### config.mk
export PLATFORM = sky130hd
export DESIGN_NAME = lcd_seg_blink
export DESIGN_NICKNAME = d
export VERILOG_FILES = /design/src/rtl/seg_blink_pkg.sv /design/src/rtl/blink_divider.sv /design/src/rtl/bank_bit_picker.sv /design/src/rtl/wr_mask_gen.sv /design/src/rtl/lcd_seg_blink.sv
export SDC_FILE = /design/constraint.sdc
export NUM_CORES = 1
export LEC_CHECK = 0
export BUFFER_PORTS_ARGS = -buffer_cell sky130_fd_sc_hd__buf_2
export CAP_MARGIN = 20
export CORE_MARGIN = 4
export CORE_UTILIZATION = 32
export DETAILED_ROUTE_END_ITERATION = 7
export PLACE_DENSITY = 0.63
export SLEW_MARGIN = 20
export SYNTH_ARGS = -nofsm -noshare
export SYNTH_HDL_FRONTEND = slang
export SYNTH_HIERARCHICAL = 1
export SYNTH_SLANG_ARGS = --single-unit
### constraint.sdc
create_clock -name clk -period 3 [get_ports clk]
set_input_delay 0.3 -clock clk [delete_from_list [all_inputs] [get_ports clk]]
set_output_delay 0.3 -clock clk [all_outputs]
set_load 0.02 [all_outputs]
### src/rtl/seg_blink_pkg.sv
// Shared encodings for the segment bank and blink controller.
// Assumes the rate code is two bits wide, with zero meaning "off".
package seg_blink_pkg;
    typedef enum logic [1:0] {
        RATE_OFF  = 2'd0,
        RATE_FAST = 2'd1,
        RATE_MID  = 2'd2,
        RATE_SLOW = 2'd3
    } blink_rate_e;

    localparam int RAM_BITS = 4;
endpackage

### src/rtl/blink_divider.sv
// Divides the slow timebase tick into a 50% duty blink state.
// Assumes tick is a single-cycle pulse. Half period = HALF_TICKS scaled
// by 1, 2 or 4 with the rate code. Any rate change, or rate off, restarts
// in the shown half (phase 0) with a zero count.
module blink_divider
    import seg_blink_pkg::*;
#(
    parameter int HALF_TICKS = 2
) (
    input  logic       clk,
    input  logic       rst_n,
    input  logic       tick,
    input  logic [1:0] rate,
    output logic       phase
);
    localparam int MAX_HALF = 4 * HALF_TICKS;
    localparam int CNT_W    = $clog2(MAX_HALF + 1);

    logic [CNT_W-1:0] cnt_q;
    logic [CNT_W-1:0] limit;
    logic [1:0]       rate_q;
    logic             phase_q;

    // Half-period length in ticks for the current rate code.
    always_comb begin
        case (blink_rate_e'(rate))
            RATE_FAST: limit = CNT_W'(HALF_TICKS);
            RATE_MID:  limit = CNT_W'(2 * HALF_TICKS);
            RATE_SLOW: limit = CNT_W'(4 * HALF_TICKS);
            default:   limit = CNT_W'(HALF_TICKS);
        endcase
    end

    // Tick counting, half-period toggling and restart on rate change.
    always_ff @(posedge clk) begin
        if (!rst_n) begin
            cnt_q   <= '0;
            phase_q <= 1'b0;
            rate_q  <= '0;
        end else begin
            rate_q <= rate;
            if (rate == RATE_OFF || rate != rate_q) begin
                cnt_q   <= '0;
                phase_q <= 1'b0;
            end else if (tick) begin
                if (cnt_q >= limit - CNT_W'(1)) begin
                    cnt_q   <= '0;
                    phase_q <= ~phase_q;
                end else begin
                    cnt_q <= cnt_q + CNT_W'(1);
                end
            end
        end
    end

    assign phase = phase_q;
endmodule

### src/rtl/bank_bit_picker.sv
// Picks the displayed RAM bit for a bank, drive mode and backplane phase.
// Assumes bank b owns lanes 2b and 2b+1. Static mode uses only lane 2b.
module bank_bit_picker
    import seg_blink_pkg::*;
(
    input  logic                bank,
    input  logic                mux2,
    input  logic                bp,
    input  logic [RAM_BITS-1:0] word,
    output logic                bit_out
);
    logic [1:0] lane;

    // Lane index: bank picks the pair, phase picks within it in 1:2 mode.
    always_comb begin
        lane    = {bank, mux2 & bp};
        bit_out = word[lane];
    end
endmodule

### src/rtl/wr_mask_gen.sv
// Marks the RAM lanes owned by the bank chosen for incoming data.
// Assumes the same lane layout as the bit picker.
module wr_mask_gen
    import seg_blink_pkg::*;
(
    input  logic                bank,
    input  logic                mux2,
    output logic [RAM_BITS-1:0] mask
);
    logic [1:0] pair;

    // One lane in static mode, two in 1:2 mode, shifted to the bank's pair.
    always_comb begin
        pair = mux2 ? 2'b11 : 2'b01;
        mask = bank ? {pair, 2'b00} : {2'b00, pair};
    end
endmodule

### src/rtl/lcd_seg_blink.sv
// Top of the segment bank and blink controller.
// Combines the blink state with the display bank select. Normal blink
// blanks the second half; alternation inverts the bank instead.
// Assumes ram_word is already the word for the segment being driven.
module lcd_seg_blink
    import seg_blink_pkg::*;
#(
    parameter int HALF_TICKS = 2
) (
    input  logic       clk,
    input  logic       rst_n,
    input  logic       tick,
    input  logic [1:0] blink_rate,
    input  logic       blink_alt,
    input  logic       bank_in_sel,
    input  logic       bank_out_sel,
    input  logic       mux2_mode,
    input  logic       bp_phase,
    input  logic [3:0] ram_word,
    output logic       seg_bit,
    output logic [3:0] wr_mask
);
    logic blink_phase;
    logic show_bank;
    logic picked;

    blink_divider #(.HALF_TICKS(HALF_TICKS)) div_i (
        .clk   (clk),
        .rst_n (rst_n),
        .tick  (tick),
        .rate  (blink_rate),
        .phase (blink_phase)
    );

    // Alternation swaps the bank in the second half.
    always_comb show_bank = bank_out_sel ^ (blink_alt & blink_phase);

    bank_bit_picker pick_i (
        .bank    (show_bank),
        .mux2    (mux2_mode),
        .bp      (bp_phase),
        .word    (ram_word),
        .bit_out (picked)
    );

    // Normal blink forces the segment off in the second half.
    always_comb seg_bit = picked & ~(~blink_alt & blink_phase);

    wr_mask_gen wm_i (
        .bank (bank_in_sel),
        .mux2 (mux2_mode),
        .mask (wr_mask)
    );
endmodule

==> results.py <==
metrics = {
    "synthesis": {
        "yosys_warnings": 6,
        "synth_edf_count": 0,
        "synthesized_net_count": 70,
        "yosysTopAreaCell": "sky130_fd_sc_hd__dfxtp_1",
        "postSynth.topFlopCell": "sky130_fd_sc_hd__dfxtp_1",
        "synthesis.area_um2": 475,
        "synthDistinctLibCells": 31,
        "post-synth-top-area-fraction_pct": 29.5,
        "synthesis.instances": 52,
        "synth.top_cells.by_area": "sky130_fd_sc_hd__dfxtp_1 (29%), sky130_fd_sc_hd__ha_1 (11%), sky130_fd_sc_hd__mux4_2 (4.7%)",
        "avgSynthCellArea_um2": 9.14,
        "netlist_top_cells_count": "sky130_fd_sc_hd__dfxtp_1 (7), sky130_fd_sc_hd__ha_1 (4)",
        "post-synth-top-count-cell": "sky130_fd_sc_hd__dfxtp_1",
        "asyncSetResetFlopFracSynth_pct": 0,
        "synth_sequential_area_ratio_pct": 29.5,
        "synth_seq_cells": 7,
    },
    "clock_tree": {
        "cts-resized-gates": 0,
        "cts_post_setup_buffers_inserted": 0,
        "post_cts_hold_buffer_count": 0,
        "path_clk_slew_ns": 0.05,
        "cts_max_path_buffers": 2,
        "cts_buffers": 3,
        "clock_sinks": 7,
        "clock_tree.htree_level_count": 1,
        "clock_tree.root_cell": "sky130_fd_sc_hd__clkbuf_4",
        "worst_skew_pair.late_latency_ns": 0.25,
        "tritoncts": "done",
    },
    "global_routing": {
        "met3_usage_pct": 2.34,
        "grt_first_pass_wirelength_um": 1590,
        "first_global_vias": 409,
        "grtUsageMet1_pct": 12.2,
        "number_of_antenna_violations_at_the_first_check_in_global_routing": 0,
        "global_route_total_usage_across_every_layer_pct": 11.1,
        "global_route.usage.met2_pct": 17.3,
        "busiest_layer": "met2",
        "grt_start_max_net_pins": 11,
        "globalRouteOverflowTotal": 0,
    },
    "floorplanning": {
        "initial_util_pct": 35.2,
        "die_area_um2": 2170,
        "die_w_um": 46.5,
        "placementRows": 13,
        "core_area_um2": 1350,
        "design.portCount": 19,
        "die_y_um": 46.5,
    },
    "placement": {
        "dp_cells": 83,
        "place.port_buffers": 18,
        "routability_congestion_estimate_from_global_placement": 0.649,
        "hpwl_um": 795,
    },
    "setup_path": {
        "critPathKind": "reg2out",
        "timing.critical_path.cells": "nand2_1, xnor2_1, mux4_2, a21boi_1, buf_2",
        "cp_slowest_cell": "sky130_fd_sc_hd__mux4_2",
        "critPathMaxStageDelay_ns": 0.51,
        "cp-end-kind": "output port",
        "crit_buf_inv": 1,
        "worst-path-max-fanout": 4,
        "path_delay_family": "multiplexers",
        "worst-endpoint-required_ns": 2.70,
        "timing.rr.start": "div_i/cnt_q[1]",
        "setup.reg_to_reg.worst_slack_ns": 1.53,
        "start_kind": "flop",
        "critPathArrivalTime_ns": 1.66,
        "reg2reg_capture_point": "div_i/cnt_q[2]",
        "ff2ff_path_depth": 5,
    },
    "route": {
        "drt_first_pass_iters": 4,
        "postRouteAntennaNets": 0,
        "detailroute.via_count": 445,
        "wirelength_um": 992,
        "detail_route.drc_violations": 0,
        "route.detailed.vias_per_inst": 5.11,
        "first_iter_violations": 12,
        "avgRoutedWirePerCell_um": 11.4,
    },
    "timing": {
        "rsz0062_at_grt": "false",
        "final-hold-violation-count": 0,
        "finalClockSkew_ns": 0.000426,
        "min_period_over_period_pct": 65.5,
        "min_period_ns": 1.96,
        "hold_ws_ns": 0.292,
        "final_max_slew_viol_count": 0,
        "setup-violations-final": 0,
        "setup-tns-final_ns": 0,
        "max_freq_ghz": 0.509,
    },
    "finish": {
        "syn_to_final_growth_pct": 25.8,
        "final_layout_size_suffix_gt1_share_pct": 37.5,
        "nets": 91,
        "utilization_pct": 44.3,
        "final-instance-count-excl-fill": 87,
        "num_antenna_cells": 0,
    },
    "worst_hold_path": {
        "worstHoldEndpoint": "div_i/rate_q[1]",
        "holdCritStartpoint": "rst_n",
        "hold_class": "in2reg",
        "cell_count_of_the_worst_hold_path": 2,
    },
    "power": {
        "pwr_density_cell_nw_per_um2": 369,
        "p_leak_nw": 0.272,
        "worst_ir_drop_vdd_mv": 0.132,
    },
    "outcome": {
        "result_of_the_run": "completed",
    },
    "flow_run": {
        "drv_cap": 0,
    },
}
## registers in the layout, summed over array words and instances, names as in the netlist
name / count
div_i/rate_q: 2
div_i/phase: 1
div_i/cnt_q: 4
## cell families after synthesis
kind of cell | synth area share, %
mux | 4.74
fa+ha+maj | 10.5
flops | 29.5
xor+xnor | 5.53
simple gates | 27.1
other cells | 0.789
compound gates | 16.8
buf+inv | 5.00
## area by class of cell
class | count | area (um2)
Clock buffer | 4 | 26.3
Fill cell | 143 | 752
Inverter | 3 | 11.3
Multi-Input combinational cell | 40 | 312
Sequential cell | 7 | 140
Tap cell | 15 | 18.8
Timing Repair Buffer | 18 | 90.1
## cell usage in the layout, fill, tap and decap left out
master / n
sky130_fd_sc_hd__a31oi_1: 1
sky130_fd_sc_hd__nor2b_1: 2
sky130_fd_sc_hd__buf_2: 18
sky130_fd_sc_hd__and2_1: 3
sky130_fd_sc_hd__ha_1: 4
sky130_fd_sc_hd__dfxtp_1: 7
sky130_fd_sc_hd__nor3_2: 1
sky130_fd_sc_hd__nand4b_1: 1
sky130_fd_sc_hd__a211oi_1: 1
sky130_fd_sc_hd__clkbuf_1: 1
sky130_fd_sc_hd__o21ai_2: 1
sky130_fd_sc_hd__mux4_2: 1
sky130_fd_sc_hd__nand2b_1: 2
sky130_fd_sc_hd__xnor2_1: 2
sky130_fd_sc_hd__o21bai_1: 1
sky130_fd_sc_hd__and3_1: 2
sky130_fd_sc_hd__a211oi_2: 1
sky130_fd_sc_hd__and2b_1: 1
sky130_fd_sc_hd__conb_1: 1
sky130_fd_sc_hd__a21boi_1: 1
sky130_fd_sc_hd__nand3b_1: 1
sky130_fd_sc_hd__and4bb_2: 1
sky130_fd_sc_hd__nand3_1: 1
sky130_fd_sc_hd__inv_1: 3
sky130_fd_sc_hd__o21ai_0: 1
sky130_fd_sc_hd__nand2_1: 3
sky130_fd_sc_hd__clkbuf_4: 3
sky130_fd_sc_hd__a21oi_1: 3
sky130_fd_sc_hd__nor2_1: 1
sky130_fd_sc_hd__xor2_1: 1
sky130_fd_sc_hd__o21ba_2: 1
sky130_fd_sc_hd__nand4_1: 1
## power by group
group | total [W] | internal, W | switching (W) | leakage [nW]
clock network | 0.0000878 | 0.0000509 | 0.0000369 | 0.0150
logic | 0.0000369 | 0.0000183 | 0.0000186 | 0.200
registers | 0.0000957 | 0.0000947 | 0.00000101 | 0.0570
## worst max path at each step
stage	startpoint	endpoint	slack [ns]	cells past startpoint
6_report	div_i/phase	seg_bit	1.04	5
5_1_grt	div_i/phase	seg_bit	0.95	5
4_1_cts	div_i/phase	seg_bit	1.01	5
3_5_place_dp	blink_alt	seg_bit	1.26	6
3_3_place_gp	blink_alt	seg_bit	1.28	6
2_1_floorplan	div_i/phase	seg_bit	1.43	4
## layer usage
layer / part of all wire (%) / wire [um] / vias up
li1: - / - / 224
met1: 45 / 451 / 198
met2: 45 / 445 / 21
met3: 7.7 / 76 / 2
met4: 1.9 / 19 / 0
met5: 0 / 0 / -
## stage by stage
step                total power, W  setup slack, ns  cell area, um2
floorplan                 0.000120             1.43             475
global placement          0.000134             1.28             572
detailed placement        0.000135             1.26             572
CTS                       0.000224             1.01             598
global route              0.000234            0.949             598
finish                    0.000220             1.04             598
Note: power is estimated with default switching activity, not from simulation.
